$ cat src/rtl/potreg_pkg.sv
package potreg_pkg;

  // Opcodes understood by the executor
  localparam logic [3:0] OP_GLOAD   = 4'b0001;
  localparam logic [3:0] OP_GSTORE  = 4'b1000;
  localparam logic [3:0] OP_LIVE_RD = 4'b1001;
  localparam logic [3:0] OP_LIVE_WR = 4'b1010;
  localparam logic [3:0] OP_SLOT_RD = 4'b1011;
  localparam logic [3:0] OP_SLOT_WR = 4'b1100;
  localparam logic [3:0] OP_LOAD    = 4'b1101;
  localparam logic [3:0] OP_STORE   = 4'b1110;

  // Control word bit positions
  localparam int CB_PWR   = 0;
  localparam int CB_OE    = 1;
  localparam int CB_LATCH = 2;

  function automatic logic op_is_store(input logic [3:0] op);
    return (op == OP_SLOT_WR) || (op == OP_STORE) || (op == OP_GSTORE);
  endfunction

  function automatic logic op_is_known(input logic [3:0] op);
    return (op == OP_GLOAD) || (op == OP_GSTORE) || (op == OP_LIVE_RD) ||
           (op == OP_LIVE_WR) || (op == OP_SLOT_RD) || (op == OP_SLOT_WR) ||
           (op == OP_LOAD) || (op == OP_STORE);
  endfunction

endpackage

$ cat src/rtl/potreg_nv_cell.sv
// One retained storage word: no reset, holds its contents across rst_n.
module potreg_nv_cell #(
  parameter int DW = 6,
  parameter logic [DW-1:0] INIT = '0
) (
  input  logic          clk,
  input  logic          we,
  input  logic [DW-1:0] d,
  output logic [DW-1:0] q
);

  logic [DW-1:0] mem_q = INIT;

  always_ff @(posedge clk) begin
    if (we) mem_q <= d;
  end

  assign q = mem_q;

endmodule

$ cat src/rtl/potreg_nv_bank.sv
// Retained slot array: NT targets, each with NUM_SLOT words.
module potreg_nv_bank #(
  parameter int DW        = 6,
  parameter int NT        = 4,
  parameter int NUM_SLOT  = 4,
  parameter int NUM_WIPER = 2,
  parameter logic [DW-1:0] WIPER_INIT = '0,
  parameter logic [DW-1:0] CTRL_INIT  = '0,
  localparam int SW = $clog2(NUM_SLOT)
) (
  input  logic                                 clk,
  input  logic [NT-1:0]                        we,
  input  logic [SW-1:0]                        idx,
  input  logic [NT-1:0][DW-1:0]                wdata,
  output logic [NT-1:0][NUM_SLOT-1:0][DW-1:0]  rdata
);

  for (genvar t = 0; t < NT; t++) begin : g_tgt
    localparam logic [DW-1:0] CELL_INIT = (t < NUM_WIPER) ? WIPER_INIT : CTRL_INIT;
    for (genvar s = 0; s < NUM_SLOT; s++) begin : g_slot
      potreg_nv_cell #(
        .DW   (DW),
        .INIT (CELL_INIT)
      ) u_cell (
        .clk (clk),
        .we  (we[t] && (idx == SW'(s))),
        .d   (wdata[t]),
        .q   (rdata[t][s])
      );
    end
  end

endmodule

$ cat src/rtl/potreg_store_timer.sv
// Models the programming time of a store: busy for CYCLES clocks after start.
module potreg_store_timer #(
  parameter int CYCLES = 500000,
  localparam int CW = $clog2(CYCLES + 1)
) (
  input  logic clk,
  input  logic rst_n,
  input  logic start,
  output logic busy
);

  logic [CW-1:0] cnt_q;

  always_ff @(posedge clk) begin
    if (!rst_n)              cnt_q <= '0;
    else if (start)          cnt_q <= CW'(CYCLES);
    else if (cnt_q != '0)    cnt_q <= cnt_q - 1'b1;
  end

  assign busy = (cnt_q != '0);

endmodule

$ cat src/rtl/dualpot_regexec.sv
module dualpot_regexec
  import potreg_pkg::*;
#(
  parameter int NUM_CH      = 2,
  parameter int DW          = 6,
  parameter int NUM_SLOT    = 4,
  parameter int BUSY_CYCLES = 500000,
  parameter logic [DW-1:0] WIPER_INIT = DW'(32),
  parameter logic [DW-1:0] CTRL_INIT  = DW'(3),
  localparam int NT = 2 * NUM_CH,
  localparam int TW = $clog2(NT),
  localparam int SW = $clog2(NUM_SLOT)
) (
  input  logic                         clk,
  input  logic                         rst_n,
  input  logic                         wp_n,
  input  logic                         cmd_valid,
  output logic                         cmd_ready,
  input  logic [3:0]                   cmd_op,
  input  logic [TW-1:0]                cmd_tgt,
  input  logic [SW-1:0]                cmd_slot,
  input  logic [DW-1:0]                cmd_data,
  output logic                         rsp_valid,
  input  logic                         rsp_ready,
  output logic [DW-1:0]                rsp_data,
  output logic [NUM_CH-1:0][DW-1:0]    wiper_pos,
  output logic [NUM_CH-1:0][DW-1:0]    ctrl_word,
  output logic [NUM_CH-1:0]            comp_pwr,
  output logic [NUM_CH-1:0]            comp_oe,
  output logic [NUM_CH-1:0]            comp_latch,
  output logic                         busy
);

  // Live registers: targets 0..NUM_CH-1 are wipers, the rest control words
  logic [NT-1:0][DW-1:0]               vol_q;
  logic [NT-1:0][DW-1:0]               vol_d;
  logic [NT-1:0]                       vol_we;

  logic [NT-1:0]                       nv_we;
  logic [NT-1:0][DW-1:0]               nv_wd;
  logic [NT-1:0][NUM_SLOT-1:0][DW-1:0] nv_rd;

  logic          acc;
  logic          rsp_load;
  logic [DW-1:0] rsp_d;
  logic          store_go;
  logic          busy_w;

  assign cmd_ready = rst_n && !busy_w && !rsp_valid;
  assign acc       = cmd_valid && cmd_ready;
  assign store_go  = |nv_we;

  // Command decode: one command per accepted handshake
  always_comb begin
    vol_we   = '0;
    vol_d    = '0;
    nv_we    = '0;
    nv_wd    = '0;
    rsp_load = 1'b0;
    rsp_d    = '0;
    if (acc) begin
      case (cmd_op)
        OP_LIVE_WR: begin
          vol_we[cmd_tgt] = 1'b1;
          vol_d[cmd_tgt]  = cmd_data;
        end
        OP_LIVE_RD: begin
          rsp_load = 1'b1;
          rsp_d    = vol_q[cmd_tgt];
        end
        OP_SLOT_RD: begin
          rsp_load = 1'b1;
          rsp_d    = nv_rd[cmd_tgt][cmd_slot];
        end
        OP_SLOT_WR: begin
          nv_we[cmd_tgt] = wp_n;
          nv_wd[cmd_tgt] = cmd_data;
        end
        OP_LOAD: begin
          vol_we[cmd_tgt] = 1'b1;
          vol_d[cmd_tgt]  = nv_rd[cmd_tgt][cmd_slot];
        end
        OP_STORE: begin
          nv_we[cmd_tgt] = wp_n;
          nv_wd[cmd_tgt] = vol_q[cmd_tgt];
        end
        OP_GLOAD: begin
          for (int t = 0; t < NT; t++) begin
            vol_we[t] = 1'b1;
            vol_d[t]  = nv_rd[t][cmd_slot];
          end
        end
        OP_GSTORE: begin
          for (int t = 0; t < NT; t++) begin
            nv_we[t] = wp_n;
            nv_wd[t] = vol_q[t];
          end
        end
        default: ;
      endcase
    end
  end

  // Live registers with slot-0 recall while in reset
  always_ff @(posedge clk) begin
    for (int t = 0; t < NT; t++) begin
      if (!rst_n)         vol_q[t] <= nv_rd[t][0];
      else if (vol_we[t]) vol_q[t] <= vol_d[t];
    end
  end

  // Read response register with back-pressure
  always_ff @(posedge clk) begin
    if (!rst_n) begin
      rsp_valid <= 1'b0;
      rsp_data  <= '0;
    end else if (rsp_load) begin
      rsp_valid <= 1'b1;
      rsp_data  <= rsp_d;
    end else if (rsp_ready) begin
      rsp_valid <= 1'b0;
    end
  end

  potreg_nv_bank #(
    .DW         (DW),
    .NT         (NT),
    .NUM_SLOT   (NUM_SLOT),
    .NUM_WIPER  (NUM_CH),
    .WIPER_INIT (WIPER_INIT),
    .CTRL_INIT  (CTRL_INIT)
  ) u_bank (
    .clk   (clk),
    .we    (nv_we),
    .idx   (cmd_slot),
    .wdata (nv_wd),
    .rdata (nv_rd)
  );

  potreg_store_timer #(
    .CYCLES (BUSY_CYCLES)
  ) u_timer (
    .clk   (clk),
    .rst_n (rst_n),
    .start (store_go),
    .busy  (busy_w)
  );

  assign busy = busy_w;

  always_comb begin
    for (int c = 0; c < NUM_CH; c++) begin
      wiper_pos[c]  = vol_q[c];
      ctrl_word[c]  = vol_q[NUM_CH + c];
      comp_pwr[c]   = vol_q[NUM_CH + c][CB_PWR];
      comp_oe[c]    = vol_q[NUM_CH + c][CB_OE];
      comp_latch[c] = vol_q[NUM_CH + c][CB_LATCH];
    end
  end

endmodule

$ cat config.mk
export PLATFORM = sky130hd
export DESIGN_NAME = dualpot_regexec
export DESIGN_NICKNAME = d
export VERILOG_FILES = /design/src/rtl/potreg_pkg.sv /design/src/rtl/potreg_nv_cell.sv /design/src/rtl/potreg_nv_bank.sv /design/src/rtl/potreg_store_timer.sv /design/src/rtl/dualpot_regexec.sv
export SDC_FILE = /design/constraint.sdc
export NUM_CORES = 1
export LEC_CHECK = 0
export BUFFER_PORTS_ARGS = -buffer_cell sky130_fd_sc_hd__buf_4
export CAP_MARGIN = 20
export CELL_PAD_IN_SITES_DETAIL_PLACEMENT = 0
export CELL_PAD_IN_SITES_GLOBAL_PLACEMENT = 1
export CORE_ASPECT_RATIO = 1.4
export CORE_UTILIZATION = 40
export CTS_CLUSTER_SIZE = 25
export DETAILED_ROUTE_END_ITERATION = 8
export HOLD_SLACK_MARGIN = 0.03
export PLACE_DENSITY_LB_ADDON = 0.1
export SLEW_MARGIN = 25
export SYNTH_ARGS = -nofsm -noshare
export SYNTH_HDL_FRONTEND = slang
export SYNTH_SLANG_ARGS = --single-unit
$ cat constraint.sdc
create_clock -name clk -period 4.7 [get_ports clk]
set_clock_uncertainty 0.2 [all_clocks]
set_input_delay 0.47 -clock clk [delete_from_list [all_inputs] [get_ports clk]]
set_output_delay 0.47 -clock clk [all_outputs]
set_load 0.05 [all_outputs]
==> flow_summary_export.csv <==
group,metric,value,unit
logic_synthesis,ys_seq_area_share,55.14,%
sta,hold_violations,0,
sta,relSlewSlack,29.62,%
logic_synthesis,synth-edff-count,120,
worst_setup_path,crit_type,"flop to flop",
worst_setup_path,cp_cell_sequence,"inv_1, ha_1, or3b_2, nor2_1, and4_1, o21ai_0, nor3_1",
route,wl_per_cell,25.89,um
route,drc,0,
worst_setup_path,cp_data_arrival_time,3.31,ns
clock_network,ctsResizeCount,0,
sta,fmax,288.4,MHz
floorplan,dieArea,19250,um^2
clock_network,cts_made_buffers,17,
outcome,run_status,"completed",
pwr,p_leak,3.149,nW
worst_setup_path,required,4.54,ns
placement,place_hpwl,17130,um
floorplan,initial_utilization,41.22,%
logic_synthesis,syn_inst,643,
floorplan,die_y,163.8,um
worst_setup_path,end_kind,"flop",
layout,final_common_cell,"edfxtp_1",
floorplan,coreArea,18140,um^2
hold_path,holdCritPathClass,"input port to flop",
pwr,p_per_area,437.8,nW/um^2
logic_synthesis,syn_area_per_cell,11.63,um^2
global_route,grt_pass1_wl,35720,um
sta,finalMaxSlewViolations,0,
sta,final.min_clock_period,3.467,ns
layout,multiInputGateArea,3124,um^2
logic_synthesis,ys_warn_count,0,
placement,gp_congestion,0.8741,
worst_setup_path,cp_max_fo,6,
clock_network,ctsHtreeMaxLevel,4,
route,drt_iter0_drc,463,
logic_synthesis,syn_area,7478,um^2
sta,setup_viol,0,
logic_synthesis,synth_seq_cells,146,
clock_network,clkSinkCount,146,
pwr,fin_total_pwr,3.770,mW
route,via_per_inst,6.187,
logic_synthesis,synth_nets,664,
layout,nFillCells,1690,
floorplan,rows,58,
global_route,grt_max_degree,63,
route,dr.pass1.iters,5,
layout,final_cell_mix,"edfxtp_1 (120), nor2_1 (71), buf_4 (61)",
sta,tns,0,ns
layout,diodes,0,
global_route,grt_antenna_before_repair,0,
worst_setup_path,cp-start-kind,"flop",
global_route,grt_pass1_vias,5745,
layout,syn2layout_area_growth,15.17,%
clock_network,post_cts_buffers,0,
layout,final_cell_area,8613,um^2
floorplan,die_w,117.6,um
job,cap_viol_max_count,0,
worst_setup_path,cp_slowest_cell,"nor3_1",
clock_network,cts_root_buffer,"clkbuf_16",
clock_network,clkLatencyLatePin,0.42,ns
clock_network,tritoncts,"yes",
sta,worst_slew_pin_slew,1.048,ns
sta,timing.final.crit_share,73.77,%
logic_synthesis,async_flop_share,0,%
placement,placed_cell_area,8033,um^2
global_route,gr-total-overflow,0,
clock_network,clk_pin_slew,0.06,ns
global_route,grt.total_usage,25.70,%
worst_setup_path,cpPeakStageDelay,0.80,ns
sta,rsz0062_at_grt,"no",
clock_network,cts_hold_buffers,0,
layout,seq_area,4124,um^2
route,routed_wl,24000,um
layout,fin_nets,696,
floorplan,io_pins,58,
route,ant_nets,0,
placement,port_buffers,57,
clock_network,clk_path_buf_depth,2,
layout,drive_gt1_share,18.05,%
route,num_vias,5735,
pwr,ir_drop,0.2365,mV
logic_synthesis,netlist-cell-type-count,63,
logic_synthesis,synth_ff_type,"edfxtp_1",
final cells by class:
class | instances | share of cell area (%)
repair buffers | 61 | 5.317
flip-flops and latches | 146 | 47.88
inverters | 10 | 0.4358
multi-input cells | 439 | 36.27
well taps | 240 | 3.486
clock buffers | 20 | 5.070
clock inverters | 11 | 1.540
per-stage QoR:
| stage | std cells | utilization, % | setup slack (ns) | hold WS, ns |
|---|---|---|---|---|
| after global placement | 896 | 44.27 | 1.343 | 0.2685 |
| after global routing | 927 | 47.48 | 1.034 | 0.1175 |
| after floorplan | 643 | - | 1.073 | 0.2498 |
| after detailed placement | 896 | 44.28 | 1.244 | 0.2811 |
| after CTS | 927 | 47.41 | 1.226 | 0.1063 |
| final | 927 | 47.48 | 1.233 | 0.1156 |
flip-flops by register name, indices dropped and copies added (netlist names):
signal and flops:
u_timer.cnt_q 19, wiper_pos 12, comp_oe 2, rsp_valid 1, comp_pwr 2, u_bank.g_tgt.g_slot.u_cell.q 96
ctrl_word 6, rsp_data 6, comp_latch 2
kinds of logic (layout without fill, tap and decap cells):
logic type,Yosys count,after routing,synth area share (%)
compound gates,152,152,14.69
xor+xnor,15,15,1.757
fa+ha+maj,2,2,0.3346
buf+inv,58,102,3.329
flops,146,146,55.14
mux,49,49,9.821
simple gates,221,221,14.92
synthesized netlist by cell type (4+ instances only):
master / number / area share [%]
nand3_1: 13 / 0.87
nor4_1: 6 / 0.50
inv_1: 8 / 0.40
a22o_1: 12 / 1.4
a21o_1: 4 / 0.40
and2_1: 5 / 0.42
edfxtp_1: 120 / 48
a32o_1: 10 / 1.3
a211o_1: 4 / 0.47
nand4_1: 9 / 0.75
nor3_1: 13 / 0.87
nand2_1: 55 / 2.8
xnor2_1: 6 / 0.70
nor2b_1: 8 / 0.67
nand3b_1: 4 / 0.40
a211oi_1: 5 / 0.50
mux2_2: 5 / 0.75
clkbuf_1: 29 / 1.5
a22oi_1: 48 / 4.8
o21ai_0: 33 / 2.2
mux4_2: 19 / 5.7
nand2b_1: 15 / 1.3
mux2i_1: 25 / 3.3
nor2_1: 71 / 3.6
buf_4: 6 / 0.60
buf_1: 11 / 0.55
xor2_1: 9 / 1.1
a21oi_1: 12 / 0.80
dfxtp_1: 26 / 7.0
power breakdown:
| group | total (mW) | leakage (nW) | switching, mW | internal (mW) |
|---|---|---|---|---|
| clock | 1.32 | 0.271 | 0.538 | 0.784 |
| sequential | 1.55 | 1.55 | 0.0859 | 1.46 |
| combinational | 0.903 | 1.32 | 0.588 | 0.315 |
worst max-delay path, delay by kind of cell (launching register included):
kind            cells  cell delay (ns)
compound gates      1             0.24
fa+ha+maj           1             0.16
buf+inv             1             0.10
flops               1             0.33
simple gates        4             2.05
per-layer routing:
| layer | GRT usage (%) | share of wire (%) |
|---|---|---|
| met1 | 29.76 | 38 |
| met2 | 46.48 | 53 |
| met3 | 4.688 | 6.3 |
| met4 | 11.19 | 3.1 |
| met5 | 0 | 0 |
path summary, 6_finish.rpt:
| check | cells past startpoint | end | slack, ns | start |
|---|---|---|---|---|
| hold / removal | 3 | rsp_valid | 0.12 | rsp_ready |
| setup / recovery | 7 | u_bank.g_tgt[3].g_slot[0].u_cell.q[1] | 1.23 | u_timer.cnt_q[0] |
| hold reg to reg | 2 | u_timer.cnt_q[7] | 0.30 | u_timer.cnt_q[7] |
| setup reg to reg | 7 | u_bank.g_tgt[3].g_slot[0].u_cell.q[1] | 1.23 | u_timer.cnt_q[0] |
Note: power is estimated with default switching activity, not from simulation.
